<file path="src/rtl/burst_seq_pkg.sv">
// Shared definitions for the burst address sequencer.
// Assumes bursts are always four beats, so the beat index is two bits wide.
package burst_seq_pkg;
    localparam int BEAT_W = 2;
    localparam int BEATS  = 1 << BEAT_W;
    typedef logic [BEAT_W-1:0] beat_t;
endpackage

</file>
<file path="src/rtl/bs_beat_ctr.sv">
// Beat index counter for one burst.
// Assumes load and advance share one control: a load clears the index and an
// advance increments it modulo BEATS. A stall freezes the index.
module bs_beat_ctr
    import burst_seq_pkg::*;
(
    input  logic  clk,
    input  logic  rst_n,
    input  logic  stall,
    input  logic  advance,
    output beat_t beat_q
);

    // Update the beat index on load, advance or reset.
    always_ff @(posedge clk) begin
        if (!rst_n) begin
            beat_q <= '0;
        end else if (!stall) begin
            if (!advance) beat_q <= '0;
            else          beat_q <= beat_q + beat_t'(1);
        end
    end

    // an advance moves the index on by one, wrapping after the last beat
    a_r5_beat_step: assert property (@(posedge clk) disable iff (!rst_n)
        (!stall && advance) |=> (beat_q == beat_t'($past(beat_q) + beat_t'(1))));

    // a load returns the index to the first beat
    a_r2_load_clears_beat: assert property (@(posedge clk) disable iff (!rst_n)
        (!stall && !advance) |=> (beat_q == '0));

    // a stalled edge leaves the index untouched
    a_r6_beat_hold: assert property (@(posedge clk) disable iff (!rst_n)
        stall |=> $stable(beat_q));

endmodule

</file>
<file path="src/rtl/bs_base_reg.sv">
// Holds the start address of the current burst.
// Assumes the address is only captured on a load that is not stalled. The
// register keeps its value through advances.
module bs_base_reg #(
    parameter int ADDR_W = 16
) (
    input  logic              clk,
    input  logic              rst_n,
    input  logic              stall,
    input  logic              advance,
    input  logic [ADDR_W-1:0] ext_addr,
    output logic [ADDR_W-1:0] base_q
);

    // Capture the external address when a burst begins.
    always_ff @(posedge clk) begin
        if (!rst_n)                  base_q <= '0;
        else if (!stall && !advance) base_q <= ext_addr;
    end

    // a load takes the address presented on that edge
    a_r2_load_capture: assert property (@(posedge clk) disable iff (!rst_n)
        (!stall && !advance) |=> (base_q == $past(ext_addr)));

    // a stalled edge leaves the start address untouched
    a_r6_base_hold: assert property (@(posedge clk) disable iff (!rst_n)
        stall |=> $stable(base_q));

endmodule

</file>
<file path="src/rtl/bs_order_map.sv">
// Maps the start low bits and the beat index to the low address bits.
// Assumes the mode input is static during a burst. Both orders are computed
// and the mode picks one of them.
module bs_order_map
    import burst_seq_pkg::*;
(
    input  beat_t start_lo,
    input  beat_t beat,
    input  logic  interleave,
    output beat_t addr_lo
);

    beat_t xor_lo;
    beat_t lin_lo;

    // Compute both orders and select one by mode.
    always_comb begin
        xor_lo  = start_lo ^ beat;
        lin_lo  = start_lo + beat;
        addr_lo = interleave ? xor_lo : lin_lo;
    end

endmodule

</file>
<file path="src/rtl/burst_addr_seq.sv">
// Four-beat burst address sequencer.
// Assumes ADDR_W is at least 3. The upper bits come from the captured start
// address, and the low bits follow the order picked by the interleave input.
module burst_addr_seq
    import burst_seq_pkg::*;
#(
    parameter int ADDR_W = 16
) (
    input  logic              clk,
    input  logic              rst_n,
    input  logic              stall,
    input  logic              advance,
    input  logic              interleave,
    input  logic [ADDR_W-1:0] ext_addr,
    output logic [ADDR_W-1:0] cur_addr,
    output logic [1:0]        beat
);

    localparam int HI_W = ADDR_W - BEAT_W;

    logic [ADDR_W-1:0] base_q;
    beat_t             beat_q;
    beat_t             addr_lo;

    bs_beat_ctr u_ctr (
        .clk     (clk),
        .rst_n   (rst_n),
        .stall   (stall),
        .advance (advance),
        .beat_q  (beat_q)
    );

    bs_base_reg #(.ADDR_W(ADDR_W)) u_base (
        .clk      (clk),
        .rst_n    (rst_n),
        .stall    (stall),
        .advance  (advance),
        .ext_addr (ext_addr),
        .base_q   (base_q)
    );

    bs_order_map u_map (
        .start_lo   (base_q[BEAT_W-1:0]),
        .beat       (beat_q),
        .interleave (interleave),
        .addr_lo    (addr_lo)
    );

    // Join the held upper bits with the ordered low bits.
    always_comb begin
        cur_addr = {base_q[ADDR_W-1:BEAT_W], addr_lo};
        beat     = beat_q;
    end

    // in either order, the first beat puts out the start address
    a_r3_first_beat_start: assert property (@(posedge clk) disable iff (!rst_n)
        (beat_q == '0) |-> (addr_lo == base_q[BEAT_W-1:0]));

    // the upper bits do not move while the burst advances
    a_r7_upper_stable: assert property (@(posedge clk) disable iff (!rst_n)
        advance |=> (cur_addr[ADDR_W-1:BEAT_W] == $past(cur_addr[ADDR_W-1:BEAT_W])));

    // the cycle after reset shows a zero address and the first beat
    a_r1_reset_clear: assert property (@(posedge clk)
        !rst_n |=> (cur_addr == '0 && beat == 2'd0));

    initial begin
        a_r7_width_ok: assert (HI_W >= 1);
    end

endmodule

</file>
<file path="config.mk">
export PLATFORM = sky130hd
export DESIGN_NAME = burst_addr_seq
export DESIGN_NICKNAME = d
export VERILOG_FILES = /design/src/rtl/burst_seq_pkg.sv /design/src/rtl/bs_beat_ctr.sv /design/src/rtl/bs_base_reg.sv /design/src/rtl/bs_order_map.sv /design/src/rtl/burst_addr_seq.sv
export SDC_FILE = /design/constraint.sdc
export NUM_CORES = 1
export LEC_CHECK = 0
export ABC_AREA = 1
export BUFFER_PORTS_ARGS = -buffer_cell sky130_fd_sc_hd__buf_4
export CAP_MARGIN = 40
export CORE_UTILIZATION = 30
export CTS_BUF_LIST = sky130_fd_sc_hd__clkbuf_16
export DETAILED_ROUTE_END_ITERATION = 8
export GPL_TIMING_DRIVEN = 0
export PLACE_DENSITY = 0.6
export REMOVE_ABC_BUFFERS = 1
export SETUP_SLACK_MARGIN = 0.5
export SLEW_MARGIN = 40
export SYNTH_ARGS = -nofsm -noshare
export SYNTH_HDL_FRONTEND = slang
export SYNTH_SLANG_ARGS = --single-unit
</file>
<file path="constraint.sdc">
create_clock -name clk -period 2.1 [get_ports clk]
set_clock_uncertainty 0.15 [all_clocks]
set_input_delay 0.42 -clock clk [delete_from_list [all_inputs] [get_ports clk]]
set_output_delay 0.42 -clock clk [all_outputs]
set_load 0.02 [all_outputs]
</file>
**Word-level counts from Yosys, hierarchy flattened**

Index checks and enable logic that the tools add are counted.

- Bits in read-only memories: 0
- Memories: 0
- Input port bits: 21
- Word-level logic and storage cells: 10
- Memory bits (writable): 0
- Register bits after elaboration: 18
- Bits in latches: 0
- Output and inout port bits: 18

- Magnitude comparators: 0
- Reductions and logical operators: 3
- Divide/modulo/power cells: 0
- Add/sub/neg operators: 2
- Multiplexer cells: 2
- Eq/ne operators: 0
- Bitwise gates (word level): 1
- $mul: 0
- Shifts and indexed selects: 0

Operators by type and width:

| operator | number |
|---|---|
| $mux 2 | 2 |
| $add 2x1->2 const B | 1 |
| $add 2x2->2 | 1 |
| $logic_not 1->1 | 2 |
| $xor 2x2->2 | 1 |
| $logic_and 1x1->1 | 1 |

**Logic depth before layout (Yosys ltp)**

Gate-level depths: netlist (run 1).

- Depth after elaboration: 2
- Mapped depth: 6
- Gate-level depth less buffers: 6

**By module**

Synthesis (run 1) repeated with hierarchy kept, for this count alone.

- Cells, all modules: 129
- Area, all modules: 833.3 um^2

Modules (own cells, without submodules):

| module | sequential area each (um^2) | area each (um^2) | cells each | times used |
|---|---|---|---|---|
| bs_base_reg | 320.3 | 680.7 | 102 | 1 |
| bs_beat_ctr | 40.0 | 85.1 | 12 | 1 |
| bs_order_map | 0.0 | 67.6 | 15 | 1 |

**Worst setup path before layout (run 1)**

No wires, ideal clock.

- Path kind: register to output
- From: register u_ctr.beat_q[0]
- To: output port cur_addr[1]
- Data required time: 1,530 ps
- Buffers on the path: 0
- Stages on the path, launching flop included: 7
- Arrival: 967 ps
- Setup slack: 563 ps
- Cell sequence: dfxtp_1 > ha_1 > inv_1 > nor2_1 > nand3_1 > nand2_1 > inv_1

- Longest elaborated chain between the ends: 2

RTL lines:

| item | RTL line | source |
|---|---|---|
| start: declaration | bs_beat_ctr.sv:11 | `output beat_t beat_q` |
| start signal: assignment | bs_beat_ctr.sv:20 | `else beat_q <= beat_q + beat_t'(1);` |
| $add 2x2->2 | bs_order_map.sv:19 | `lin_lo = start_lo + beat;` |
| $mux 2 | bs_order_map.sv:20 | `addr_lo = interleave ? xor_lo : lin_lo;` |
| end: declaration | burst_addr_seq.sv:15 | `output logic [ADDR_W-1:0] cur_addr,` |

Every way passes these cells.

**Worst setup path in the final report (run 1)**

- From: register u_base.base_q[0]
- To: output port cur_addr[1]

- Longest elaborated chain between the ends: 2

RTL lines:

| item | RTL line | source |
|---|---|---|
| start: declaration | bs_base_reg.sv:12 | `output logic [ADDR_W-1:0] base_q` |
| start signal: assignment | bs_base_reg.sv:18 | `else if (!stall && !advance) base_q <= ext_addr;` |
| $add 2x2->2 | bs_order_map.sv:19 |  |
| $mux 2 | bs_order_map.sv:20 |  |

Every way passes these cells.

==> metrics.md, run 1 <==
| Metric | Value |
|---|---|
| Crit path arrival time | `around 1.2 ns` |
| Pre-antenna DRT Iters | `4` |
| # IOs | `39` |
| All-Layer GR Usage | `0.117` |
| Initial Util | `0.328` |
| # nets final | `between 150 and 200` |
| Number of global-route vias before repair | `approximately 600` |
| Layout cell share with drive strength beyond 1 | `0.360` |
| IO Port Bufs | `38` |
| Max clock buf depth | `2` |
| Final Cycle Share | `0.820` |
| DR WL/cell | `10.4 microns` |
| CP required | `roughly 1.5 ns` |
| R2r worst-path depth | `6` |
| GPL Wtd Cong | `around 0.64` |
| # DRC | `0` |
| Clock sink count | `18` |
| Via count | `between 700 and 800` |
| Synth unique cells | `16` |
| Initial antenna violation count | `0` |
| Avg Vias per Cell | `roughly 4.4` |
| Max-slew violations | `0` |
| Hold_buf cts | `0` |
| Row count | `18` |
| Worst-Skew Late Latency | `approximately 0.24 ns` |
| Setup tns final | `0 ns` |
| PD cells | `around 800 mW/mm^2` |
| Lkg Pwr | `0.559 nW` |
| Crit Path Max Fanout | `2` |
| Hpwl dp | `~1.2 mm` |
| First-pass GRT wire length | `2.50 mm` |
| Peak VDD IR | `roughly 0.55 mV` |
| Worst Max-Slew Pin Slew | `around 0.35 ns` |
| Footprint of the multi-input gates | `317 sq um` |
| Seq/Total Area, Yosys | `0.431` |
| Final Hold Viols | `0` |
| Unrepaired setup endpoints after global routing | `true` |
| Die Span Y | `about 55 microns` |
| Die X-Extent | `between 50 and 60 microns` |
| Num CTS Buffers | `3` |
| Iter 0 DRT Violations | `4` |
| FF-to-FF End | `u_ctr.beat_q[1]` |
| Routed wire length | `between 1.5 and 2 mm` |
| Die area | `roughly 0.003 sq mm` |
| Yosys warnings | `0` |
| Hold EP | `u_base.base_q[4]` |
| Critical path startpoint category | `flip-flop` |
| Setup slack, reg-to-reg | `about 1.1 ns` |
| N_diodes | `0` |
| CTS tree | `yes` |
| Reg2reg start | `u_ctr.beat_q[0]` |
| Area added between synthesis and finish | `33.8%` |
| HP Class | `input pin to flip-flop` |
| Crit. End Element | `output port` |
| Yosys reg bits | `18` |
| H-Tree Level Count | `1` |
| Root Buffer | `clkbuf_16` |
| Core Footprint | `~0.0025 sq mm` |
| Max Freq | `just under 600 MHz` |
| MaxCap Viol Count | `0` |
| Post-synthesis cell area | `836 sq um` |
| Filler Cells Inserted | `268` |
| Gr ovfl total | `0` |
| Worst-path clk slew | `approximately 0.050 ns` |
| Crit path kind | `flip-flop to output port` |
| Slew headroom | `0.767` |
| Antenna viol nets, final | `0` |
| Outcome | `complete, no violations` |
| Tot Pwr | `between 0.0008 and 0.0009 W` |
| Synthesized instance count | `~110` |
| Syn Area/Cell | `roughly 7.5 sq um` |
| Hold Startpoint | `ext_addr[4]` |
| Post-layout min period | `roughly 1.7 ns` |
| Hold depth | `3` |
| Register Area | `around 360 sq um` |
| Final setup viols | `0` |
| Largest net degree at the start of global routing | `18` |
what timing repair did:
action,in CTS,in global routing
setup endpoints to repair,2,1
buffers inserted,1,0
gates cloned,0,0
pin swaps,0,3
resized for setup,1,5
critical path: stages (launching register included):
cell and delay [ns]:
dfxtp_2 0.35, ha_4 0.14, inv_2 0.03, nor2_1 0.10
nand3_1 0.07, nand2_1 0.06, inv_1 0.04, buf_6 0.12
cells in the mapped netlist:
cell type,number,share of area
dfxtp_1,18,0.43
nand2_1,9,0.040
nand2_4,1,0.013
nor2_4,1,0.013
buf_4,14,0.13
inv_2,1,0.0045
nand3_1,2,0.012
ha_1,1,0.015
buf_6,1,0.013
o21ai_0,13,0.078
nor3_1,1,0.0060
inv_1,7,0.031
buf_2,1,0.0060
o21ai_1,4,0.024
nor2_1,36,0.16
buf_12,1,0.024
placed cells by master (no fill, tap or decap):
| master | instances |
|---|---|
| clkbuf_16 | 3 |
| o21ai_0 | 13 |
| dfxtp_2 | 2 |
| buf_4 | 38 |
| buf_6 | 1 |
| nor3_1 | 1 |
| dfxtp_1 | 16 |
| nor2_4 | 1 |
| nand3_1 | 2 |
| inv_2 | 2 |
| o21ai_1 | 4 |
| nand2_1 | 9 |
| ha_4 | 1 |
| nor2_1 | 36 |
| nand2_4 | 1 |
| inv_1 | 6 |
registers in the layout, indices dropped and copies added (netlist names):
register and flops:
u_base.base_q 16, u_ctr.beat_q 2
cells by family after synthesis:
group | Yosys count | share of synthesized area
AOI/OAI and AO/OA | 17 | 0.102
adders and majority gates | 1 | 0.0150
buffers and inverters | 25 | 0.205
DFF | 18 | 0.431
and+or+nand+nor | 50 | 0.247
report_power, final:
| part | internal, W | switching [W] | leakage, nW |
|---|---|---|---|
| clock network | 0.000249 | 0.000110 | 0.0370 |
| logic | 0.0000754 | 0.0000825 | 0.372 |
| registers | 0.000366 | 0.0000141 | 0.149 |
cell type report:
cell class | count | area share
well taps | 30 | 0.0336
multi-input cells | 68 | 0.283
flip-flops and latches | 18 | 0.324
clock buffers | 3 | 0.0671
inverters | 8 | 0.0268
repair buffers | 39 | 0.265
through the flow:
| stage | area [sq um] | instances | utilization | worst slack, ns | hold WS, ns |
|---|---|---|---|---|---|
| after floorplan | 694 | 94 | - | 0.563 | 0.332 |
| after global placement | 1020 | 162 | 0.400 | 0.579 | 0.333 |
| after detailed placement | 1020 | 162 | 0.400 | 0.559 | 0.343 |
| after CTS | 1100 | 166 | 0.433 | 0.377 | 0.250 |
| after global routing | 1120 | 166 | 0.440 | 0.323 | 0.246 |
| final | 1120 | 166 | 0.440 | 0.379 | 0.251 |
worst max-delay path by stage:
stage	cells after the start	end	startpoint	slack (ns)
after global placement	7	cur_addr[1]	u_ctr.beat_q[0]	0.58
after detailed placement	7	cur_addr[1]	u_ctr.beat_q[0]	0.56
after floorplan	6	cur_addr[1]	u_ctr.beat_q[0]	0.56
final	7	cur_addr[1]	u_base.base_q[0]	0.38
after CTS	7	cur_addr[1]	u_ctr.beat_q[0]	0.38
after global routing	7	cur_addr[1]	u_base.base_q[0]	0.32
per-layer routing:
layer,share of wire,global-route usage
met2,0.48,0.189
met1,0.46,0.150
met5,0,0
met3,0.065,0.0278
met4,0,0.0385
No activity file was read; power rests on OpenSTA's default activity.
==> inputs of run 2 (changes only) <==
==> constraint.sdc (replaced) <==
create_clock -name clk -period 1.8 [get_ports clk]
set_clock_uncertainty 0.15 [all_clocks]
set_input_delay 0.36 -clock clk [delete_from_list [all_inputs] [get_ports clk]]
set_output_delay 0.36 -clock clk [all_outputs]
set_load 0.02 [all_outputs]
==> metrics.md, run 2 (synthesis gave the netlist of run 1 again) <==
| Metric | Value |
|---|---|
| Outcome | `complete, no violations` |
| # nets final | `160 (unchanged)` |
| Antenna viol nets, final | `0 (unchanged)` |
| Worst-path clk slew | `0.05 ns (about the same)` |
| Final worst slack | `0.138 ns (-0.241 ns)` |
| Highest metal used | `met3` |
| Final Hold Viols | `0 (unchanged)` |
| Area post-placement | `0.00102 sq mm (unchanged)` |
| Max-slew violations | `0 (unchanged)` |
| Setup tns final | `0 ns (unchanged)` |
| Hpwl dp | `1.22 mm (unchanged)` |
| Max reg flops | `16 (unchanged)` |
| # IOs | `39 (unchanged)` |
| Crit Path Max Fanout | `2 (unchanged)` |
| Largest regs | `u_base.base_q (16), u_ctr.beat_q (2)` |
| Gr ovfl total | `0 (unchanged)` |
| Switch share | `0.230 (-0.000407)` |
| Worst-Skew Late Latency | `0.24 ns (about the same)` |
| Critical path startpoint category | `flip-flop` |
| Root Buffer | `clkbuf_16` |
| Sequential share of power | `0.423 (about the same)` |
| IO Port Bufs | `38 (unchanged)` |
| Initial Util | `0.328 (unchanged)` |
| All-Layer GR Usage | `0.124 (+0.00688)` |
| DR WL/cell | `10.4 microns (-0.35%)` |
| Worst Max-Slew Pin Slew | `0.348 ns (-0.0000279 ns)` |
| Avg Vias per Cell | `4.37 (-1.1%)` |
| Layout cell share with drive strength beyond 1 | `0.360 (unchanged)` |
| Via count | `726 (-1.1%)` |
| Final setup viols | `0 (unchanged)` |
| Row count | `18 (unchanged)` |
| Cell Int Power | `0.000808 W (+17%)` |
| Routed wire length | `1.73 mm (-0.35%)` |
| GPL Wtd Cong | `0.645 (unchanged)` |
| Die X-Extent | `54.8 microns (unchanged)` |
| M1 WL | `793 microns (-0.50%)` |
| Final Cycle Share | `0.923` |
| Met3 wire length | `109 microns (-2.7%)` |
| Tot Pwr | `0.00105 W (+17%)` |
| Num CTS Buffers | `3 (unchanged)` |
| Pre-CTS setup slack | `0.319 ns (-0.240 ns)` |
| Setup slack, reg-to-reg | `0.75 ns (-0.31 ns)` |
| Clock sink count | `18 (unchanged)` |
| Die Span Y | `54.8 microns (unchanged)` |
| # DRC | `0 (unchanged)` |
| Pre-antenna DRT Iters | `4 (unchanged)` |
| Area added between synthesis and finish | `34.4%` |
| Slew headroom | `0.767 (about the same)` |
| Max clock buf depth | `2 (unchanged)` |
| Lkg Pwr | `0.560 nW (+0.33%)` |
| H-Tree Level Count | `1 (unchanged)` |
| First-pass GRT wire length | `2.64 mm (+5.5%)` |
| Iter 0 DRT Violations | `5 (+1)` |
| N_diodes | `0 (unchanged)` |
| Largest net degree at the start of global routing | `18 (unchanged)` |
| Most common cell after layout, fill and taps aside | `buf_4` |
| Met2 WL post-DR | `826 microns (+0.12%)` |
| HP Class | `input pin to flip-flop` |
| Core Footprint | `0.00254 sq mm (unchanged)` |
| MaxCap Viol Count | `0 (unchanged)` |
| Peak VDD IR | `0.643 mV (+17%)` |
| Most frequent cells in the layout | `buf_4 (37), nor2_1 (36), dfxtp_1 (15)` |
| Finished layout cell area | `0.00112 sq mm (+0.45%)` |
| PD cells | `933 mW/mm^2 (+16%)` |
| CTS tree | `yes` |
| Initial antenna violation count | `0 (unchanged)` |
| Crit path kind | `flip-flop to output port` |
| Psw | `0.000241 W (+17%)` |
| Top reg by flops | `u_base.base_q` |
| Combinational power share | `0.178 (+0.002)` |
| Die area | `0.00300 sq mm (unchanged)` |
| Number of global-route vias before repair | `625 (+4.0%)` |
| Unrepaired setup endpoints after global routing | `true` |
| Max Freq | `between 600 and 700 MHz` |
| Post-layout min period | `1.66 ns` |
| Crit path arrival time | `1.15 ns (about the same)` |
| Filler Cells Inserted | `269 (+0.37%)` |
| Clk pwr share | `0.400 (about the same)` |
| CP required | `1.29 ns (-0.24 ns)` |
| Hold_buf cts | `0 (unchanged)` |
| Crit. End Element | `output port` |
## run 2: final timing paths
kind                      from                 to  depth (start not counted)
min                ext_addr[4]   u_base.base_q[4]                          3
max reg2reg    u_ctr.beat_q[0]    u_ctr.beat_q[1]                          6
max            u_ctr.beat_q[0]        cur_addr[1]                          7
min reg2reg  u_base.base_q[11]  u_base.base_q[11]                          2
## run 2: layout make-up
cell class,count,area [sq um],share of cell area
Inverter,8,30.0,0.0267
Sequential cell,18,364,0.324
Timing Repair Buffer,39,300,0.267
Clock buffer,3,75.1,0.0668
Multi-Input combinational cell,68,317,0.282
Tap cell,30,37.5,0.0334
## run 2: power groups by stage
stage / clock, W / combinational [W] / sequential (W)
3_5_place_dp: 0 / 0.000178 / 0.000449
4_1_cts: 0.000435 / 0.000186 / 0.000442
5_1_grt: 0.000462 / 0.000205 / 0.000445
2_1_floorplan: 0 / 0.0000561 / 0.000475
6_report: 0.000419 / 0.000186 / 0.000443
3_3_place_gp: 0 / 0.000175 / 0.000447
## run 2: stage by stage
stage               hold WS (ns)  std cells  utilization
finish                     0.191        166        0.441
global route               0.186        166        0.441
CTS                        0.190        166        0.440
detailed placement         0.343        162        0.400
global placement           0.333        162        0.400
floorplan                  0.332         94            -
## run 2: worst max-delay path, cell delays in order, from the launching register on
cell and delay (ns):
dfxtp_2 0.35, ha_4 0.14, inv_1 0.03, nor2_1 0.08, nand3_1 0.07, nand2_1 0.06
inv_1 0.04, buf_4 0.14
## run 2: metal layers
metal / vias up / global-route usage
met2: 23 / 0.211
met4: 0 / 0.0385
met5: - / 0
li1: 381 / -
met3: 0 / 0.0278
met1: 322 / 0.152
## run 2: repair_timing
action	CTS	global route
resized for setup	5	1
setup buffers	1	0
hold endpoints to repair	0	0
endpoints found under the setup margin	3	3
